**config.mk**
```make
export PLATFORM = sky130hd
export DESIGN_NAME = atapi_pio_seq
export DESIGN_NICKNAME = d
export VERILOG_FILES = /design/src/rtl/atapi_pio_pkg.sv /design/src/rtl/atapi_pkt_collect.sv /design/src/rtl/atapi_burst_plan.sv /design/src/rtl/atapi_pattern_src.sv /design/src/rtl/atapi_pio_seq.sv
export SDC_FILE = /design/constraint.sdc
export NUM_CORES = 1
export LEC_CHECK = 0
export CAP_MARGIN = 10
export CORE_MARGIN = 2
export CORE_UTILIZATION = 23
export DETAILED_ROUTE_END_ITERATION = 6
export GPL_ROUTABILITY_DRIVEN = 0
export GPL_TIMING_DRIVEN = 1
export SETUP_SLACK_MARGIN = 0.2
export SYNTH_ARGS = -nofsm -noshare
export SYNTH_HDL_FRONTEND = slang
export SYNTH_HIERARCHICAL = 1
export SYNTH_SLANG_ARGS = --single-unit
```
**constraint.sdc**
```tcl
create_clock -name clk_i -period 3.33 [get_ports clk_i]
set_clock_uncertainty 0.05 [all_clocks]
set_input_delay 0.666 -clock clk_i [delete_from_list [all_inputs] [get_ports clk_i]]
set_output_delay 0.666 -clock clk_i [all_outputs]
set_load 0.02 [all_outputs]
```
**src/rtl/atapi_pio_pkg.sv**
```systemverilog
package atapi_pio_pkg;
  typedef enum logic [2:0] {
    ST_IDLE, ST_CDLY, ST_PKT, ST_LOAD, ST_PLAN, ST_XFER
  } seq_state_e;

  localparam int unsigned PKT_WORDS = 6;

  localparam logic [7:0] STS_BSY  = 8'h80;
  localparam logic [7:0] STS_DRDY = 8'h40;
  localparam logic [7:0] STS_DF   = 8'h20;
  localparam logic [7:0] STS_DRQ  = 8'h08;
  localparam logic [7:0] STS_ERR  = 8'h01;

  localparam logic [7:0] OP_PACKET = 8'hA0;
  localparam logic [7:0] OP_RD10   = 8'h28;

  localparam logic [2:0] REG_DATA   = 3'd0;
  localparam logic [2:0] REG_LIM_LO = 3'd4;
  localparam logic [2:0] REG_LIM_HI = 3'd5;
  localparam logic [2:0] REG_CMD    = 3'd7;
endpackage

```
**src/rtl/atapi_pkt_collect.sv**
```systemverilog
module atapi_pkt_collect
  import atapi_pio_pkg::*;
(
  input  logic        clk_i,
  input  logic        rst_ni,
  input  logic        clr_i,
  input  logic        wr_i,
  input  logic [15:0] wdata_i,
  output logic        last_o,
  output logic [7:0]  opcode_o,
  output logic [31:0] lba_o,
  output logic [15:0] count_o
);
  localparam int unsigned CNT_W = $clog2(PKT_WORDS + 1);

  logic [CNT_W-1:0] cnt_q;

  assign last_o = wr_i && (cnt_q == CNT_W'(PKT_WORDS - 1));

  always_ff @(posedge clk_i or negedge rst_ni) begin
    if (!rst_ni) begin
      cnt_q    <= '0;
      opcode_o <= '0;
      lba_o    <= '0;
      count_o  <= '0;
    end else if (clr_i) begin
      cnt_q <= '0;
    end else if (wr_i) begin
      cnt_q <= cnt_q + 1'b1;
      // little-endian words carrying big-endian fields
      case (cnt_q)
        CNT_W'(0): opcode_o       <= wdata_i[7:0];
        CNT_W'(1): lba_o[31:16]   <= {wdata_i[7:0], wdata_i[15:8]};
        CNT_W'(2): lba_o[15:0]    <= {wdata_i[7:0], wdata_i[15:8]};
        CNT_W'(3): count_o[15:8]  <= wdata_i[15:8];
        CNT_W'(4): count_o[7:0]   <= wdata_i[7:0];
        default: ;
      endcase
    end
  end
endmodule

```
**src/rtl/atapi_burst_plan.sv**
```systemverilog
module atapi_burst_plan #(
  parameter int unsigned CW = 32
) (
  input  logic [15:0]   limit_i,
  input  logic [CW-1:0] remain_i,
  output logic [15:0]   words_o
);
  logic [15:0] eff;
  logic [15:0] bytes;

  always_comb begin
    eff = limit_i & 16'hFFFE;
    if (eff == 16'd0) eff = 16'd2;
    if (remain_i < CW'(eff)) bytes = remain_i[15:0];
    else                     bytes = eff;
    words_o = bytes >> 1;
  end
endmodule

```
**src/rtl/atapi_pattern_src.sv**
```systemverilog
module atapi_pattern_src #(
  parameter int unsigned AW = 32
) (
  input  logic [AW-1:0] addr_i,
  output logic [15:0]   word_o
);
  localparam int unsigned NB = AW / 8;

  function automatic logic [7:0] fold(input logic [AW-1:0] a);
    logic [7:0] r;
    r = '0;
    for (int i = 0; i < NB; i++) r ^= a[8*i +: 8];
    return r;
  endfunction

  assign word_o = {fold(addr_i | AW'(1)), fold(addr_i & ~AW'(1))};
endmodule

```
**src/rtl/atapi_pio_seq.sv**
```systemverilog
module atapi_pio_seq
  import atapi_pio_pkg::*;
#(
  parameter int unsigned BLK_BYTES = 2048,
  parameter int unsigned CMD_DELAY = 4,
  parameter int unsigned CW        = 32
) (
  input  logic        clk_i,
  input  logic        rst_ni,
  input  logic        we_i,
  input  logic        re_i,
  input  logic [2:0]  addr_i,
  input  logic [15:0] wdata_i,
  output logic [15:0] rdata_o,
  output logic        irq_o
);
  localparam int unsigned BLK_SHIFT = $clog2(BLK_BYTES);
  localparam int unsigned DLY_W     = $clog2(CMD_DELAY + 1);

  seq_state_e     state_q, state_d;
  logic [15:0]    lim_reg_q, lim_q;
  logic [DLY_W-1:0] dly_q;
  logic [CW-1:0]  remain_q, addr_q;
  logic [15:0]    words_q, plan_words, pat_word;
  logic           irq_q, err_q, irq_set;
  logic [7:0]     status;

  logic        pkt_last;
  logic [7:0]  pkt_op;
  logic [31:0] pkt_lba;
  logic [15:0] pkt_cnt;

  wire wr_cmd  = we_i && (addr_i == REG_CMD);
  wire data_wr = we_i && (addr_i == REG_DATA);
  wire data_rd = re_i && (addr_i == REG_DATA) && (state_q == ST_XFER);
  wire stat_rd = re_i && (addr_i == REG_CMD);
  wire start   = (state_q == ST_IDLE) && wr_cmd && (wdata_i[7:0] == OP_PACKET);
  wire bad_op  = (pkt_op != OP_RD10);

  atapi_pkt_collect u_pkt (
    .clk_i, .rst_ni,
    .clr_i   (start),
    .wr_i    (data_wr && state_q == ST_PKT),
    .wdata_i,
    .last_o  (pkt_last),
    .opcode_o(pkt_op),
    .lba_o   (pkt_lba),
    .count_o (pkt_cnt)
  );

  atapi_burst_plan #(.CW(CW)) u_plan (
    .limit_i (lim_q),
    .remain_i(remain_q),
    .words_o (plan_words)
  );

  atapi_pattern_src #(.AW(CW)) u_pat (
    .addr_i(addr_q),
    .word_o(pat_word)
  );

  always_comb begin
    state_d = state_q;
    irq_set = 1'b0;
    unique case (state_q)
      ST_IDLE: if (start) state_d = ST_CDLY;
      ST_CDLY: if (dly_q == DLY_W'(CMD_DELAY - 1)) state_d = ST_PKT;
      ST_PKT:  if (pkt_last) state_d = ST_LOAD;
      ST_LOAD: begin
        if (bad_op || pkt_cnt == 16'd0) begin
          state_d = ST_IDLE;
          irq_set = 1'b1;
        end else begin
          state_d = ST_PLAN;
        end
      end
      ST_PLAN: begin
        state_d = ST_XFER;
        irq_set = 1'b1;
      end
      ST_XFER: begin
        if (data_rd && words_q == 16'd1) begin
          if (remain_q == CW'(2)) begin
            state_d = ST_IDLE;
            irq_set = 1'b1;
          end else begin
            state_d = ST_PLAN;
          end
        end
      end
      default: state_d = ST_IDLE;
    endcase
  end

  always_ff @(posedge clk_i or negedge rst_ni) begin
    if (!rst_ni) begin
      state_q   <= ST_IDLE;
      lim_reg_q <= '0;
      lim_q     <= '0;
      dly_q     <= '0;
      remain_q  <= '0;
      addr_q    <= '0;
      words_q   <= '0;
      irq_q     <= 1'b0;
      err_q     <= 1'b0;
    end else begin
      state_q <= state_d;
      if (we_i && addr_i == REG_LIM_LO) lim_reg_q[7:0]  <= wdata_i[7:0];
      if (we_i && addr_i == REG_LIM_HI) lim_reg_q[15:8] <= wdata_i[7:0];
      // raise wins over acknowledge
      if (irq_set)      irq_q <= 1'b1;
      else if (stat_rd) irq_q <= 1'b0;
      if (start) begin
        err_q <= 1'b0;
        lim_q <= lim_reg_q;
        dly_q <= '0;
      end
      if (state_q == ST_CDLY) dly_q <= dly_q + 1'b1;
      if (state_q == ST_LOAD) begin
        err_q    <= bad_op;
        remain_q <= CW'(pkt_cnt) << BLK_SHIFT;
        addr_q   <= CW'(pkt_lba) << BLK_SHIFT;
      end
      if (state_q == ST_PLAN) words_q <= plan_words;
      if (data_rd) begin
        words_q  <= words_q - 1'b1;
        remain_q <= remain_q - CW'(2);
        addr_q   <= addr_q + CW'(2);
      end
    end
  end

  always_comb begin
    unique case (state_q)
      ST_IDLE:                   status = STS_DRDY | (err_q ? STS_ERR : 8'h00);
      ST_CDLY, ST_LOAD, ST_PLAN: status = STS_BSY | STS_DRDY;
      ST_PKT, ST_XFER:           status = STS_DRDY | STS_DRQ;
      default:                   status = STS_DRDY;
    endcase
  end

  always_comb begin
    unique case (addr_i)
      REG_DATA:   rdata_o = (state_q == ST_XFER) ? pat_word : 16'h0000;
      REG_LIM_LO: rdata_o = {8'h00, lim_reg_q[7:0]};
      REG_LIM_HI: rdata_o = {8'h00, lim_reg_q[15:8]};
      REG_CMD:    rdata_o = {8'h00, status};
      default:    rdata_o = 16'h0000;
    endcase
  end

  assign irq_o = irq_q;
endmodule

```
==> results.md <==
* Status: finished, final reports clean
* Slew @ Worst Pin at 1.08 ns
* Slew Viols, Final at 0
* Detail Route Antenna Nets at 0
* CP arrival at 2.40 ns
* Placed insts at 1457
* Avg WL per Cell at 17.5 um
* WS Path Type: in2out
* RSZ-0062 raised after global routing: true
* WL final at around 26000 um
* Int Power at 0.00362 W
* DP Area at 10500 sq um
* Crit-path cells: clkdlybuf4s50_1 -> buf_4 -> and2_2 -> a222oi_1 -> buf_4 -> inv_1 -> dlygate4sd2_1
* Clock latency on the worst-skew pair at about 0.43 ns
* Max-cap viol count at 0
* Synth warn at 6
* Vias/cell at 5.03
* Largest net degree at the start of global routing at 67
* CTS tree: yes
* Worst Setup Start Kind: primary input
* Max frequency at 0.321 GHz
* Drt first-iter violations at 499
* Slew margin rel. at 0.278
* DR vias at between 7000 and 8000
* Congestion Overflow GR at 0
* Peak VDD IR at 0.374 mV
* Comb power frac at 0.166
* Diode count at 0
* Syn Inst Count at 885
* Clock root buffer: clkbuf_16
* # DRC at 0
* DR pass1 iterations at 7
* H-tree depth at 4
* Buffers & Inverters on Critical Path at 5
* Filler Cells Inserted at 4163
* Synthesized Nets at 933
* Crit share post-route at 0.936
* Slowest Stage Delay on Critical Path at 0.46 ns
* Fin. Hold Viols at 0
* Hold buffers post-CTS at 0
* Global-route wire length before repair at roughly 42000 um
* Clk pwr share at 0.376
* Initial Util at 0.233
* Fin cells at 1489
* FF-to-FF Start: remain_q[7]
* Final core occ at 0.281
* Switching share of total power at 0.308
* Num CTS Buffers at 17
* DP Worst Slack at -0.121 ns
* Critical Path RT at between 2 and 3 ns
* Register-to-Register Path Depth at 8
* Worst Setup End Kind: output pin
* Crit Path Max Fanout at 5
* Reg power frac at 0.457
* Finished Cell Area at 11100 sq um
* Period minus WS final at just over 3 ns
* Reg-to-reg slack, setup at between 0.4 and 0.5 ns
* Share of cells above drive strength 1 at 0.203
* DIE AREA at between 40000 and 50000 sq um
* Worst hold path type: in2async
* Setup TNS at 0 ns
* Initial antenna violation count at 0
* P&R area growth vs syn at 20.5%
* Crit Reg-Reg Endpoint: words_q[9]
* # rows at 73
* Final worst slack at 0.212 ns
* P_leak at 4.78 nW
* Syn Area/Cell at between 10 and 15 sq um
* Hpwl dp at 19200 um
* Port Buffers at 39
* Cell family contributing the most delay on the critical path: buffers and inverters
* Core area at 39600 sq um
* Io pins at 40
* Gr usage total at 0.127
* Vias in the first global route at 7309
* Chip Height at 204 um
* Worst-path clk slew at around 0.070 ns
* Cell mode on critical path: buf_4
* Switching power at about 0.0016 W
* Final setup viols at 0
* CTS max path bufs at 2
* Chip width at 204 um
* Slowest cell on crit path: clkdlybuf4s50_1
* # nets final at 999
* Power Density at 471 nW/um^2
* Area of the mapped netlist at 9230 sq um
* CTS sink cnt at 165
## final cells by class
| cell class | instances | area [sq um] | share of cell area |
|---|---|---|---|
| Tap cell | 525 | 657 | 0.0591 |
| Multi-Input combinational cell | 631 | 4710 | 0.424 |
| Timing Repair Buffer | 100 | 910 | 0.0818 |
| Clock buffer | 18 | 439 | 0.0395 |
| Inverter | 36 | 135 | 0.0121 |
| Sequential cell | 165 | 4130 | 0.371 |
| Clock inverter | 14 | 140 | 0.0126 |
## stage by stage
stage	hold WS, ns	total power, W
after floorplan	0.320	0.00291
after global placement	0.426	0.00327
after detailed placement	0.427	0.00330
after CTS	0.212	0.00527
after global routing	0.229	0.00548
final	0.179	0.00524
## power by group through the flow
| stage | logic (W) | clock network, W | registers (W) |
|---|---|---|---|
| 4_1_cts | 0.000870 | 0.00201 | 0.00239 |
| 6_report | 0.000872 | 0.00197 | 0.00240 |
| 5_1_grt | 0.000973 | 0.00209 | 0.00243 |
| 2_1_floorplan | 0.000540 | 0 | 0.00237 |
| 3_5_place_dp | 0.000865 | 0 | 0.00243 |
| 3_3_place_gp | 0.000847 | 0 | 0.00242 |
## cells in the final DEF, fill, tap and decap left out, types with 21 or more instances in the layout
| cell | count |
|---|---|
| dfrtp_1 | 165 |
| nand2_1 | 89 |
| mux2_2 | 57 |
| buf_4 | 55 |
| nand3_1 | 47 |
| nor2_1 | 37 |
| inv_1 | 36 |
| o211ai_1 | 33 |
| clkdlybuf4s50_1 | 27 |
| o21ai_0 | 26 |
| ha_1 | 25 |
| nor4_1 | 22 |
| nand4_1 | 21 |
## flip-flops by register name, indices dropped and copies added (netlist names)
name	flops
u_pkt/lba_o	21
remain_q	31
state_q	3
irq_o	1
u_pkt/count_o	16
u_pkt/opcode_o	8
dly_q	3
u_pkt/cnt_q	3
lim_q	15
lim_reg_q	16
addr_q	31
words_q	16
err_q	1
## worst register-to-register path: stages, from the launching register on
cell and delay, ns:
dfrtp_1 0.47, ha_1 0.37, a41oi_2 0.19, o21ai_1 0.11, a2111oi_2 0.54, o211ai_4 0.28
buf_4 0.25, mux2_4 0.29, a211o_1 0.24
## layer usage
layer,share of wire,up-vias,GRT usage
met5,0,-,0
met3,0.043,24,0.0196
met2,0.48,211,0.207
met1,0.46,3789,0.174
met4,0.020,0,0.0365
li1,-,3460,-
## worst max-delay path by stage
| stage | startpoint | end | slack [ns] | depth (start not counted) |
|---|---|---|---|---|
| 2_1_floorplan | addr_i[2] | u_pkt/lba_o[10] | 0.41 | 10 |
| 3_3_place_gp | addr_i[1] | rdata_o[4] | -0.14 | 8 |
| 3_5_place_dp | addr_i[1] | rdata_o[4] | -0.12 | 8 |
| 5_1_grt | addr_i[2] | rdata_o[4] | 0.16 | 7 |
| 4_1_cts | addr_i[1] | rdata_o[4] | 0.04 | 8 |
| 6_report | addr_i[2] | rdata_o[4] | 0.21 | 7 |
## timing repair
action                     CTS  global route
pin swaps                    1             2
resized for setup           17             7
cloned                       0             0
setup endpoints to repair   16            17
buffers inserted             0             0
(Power assumes the default switching activity.)
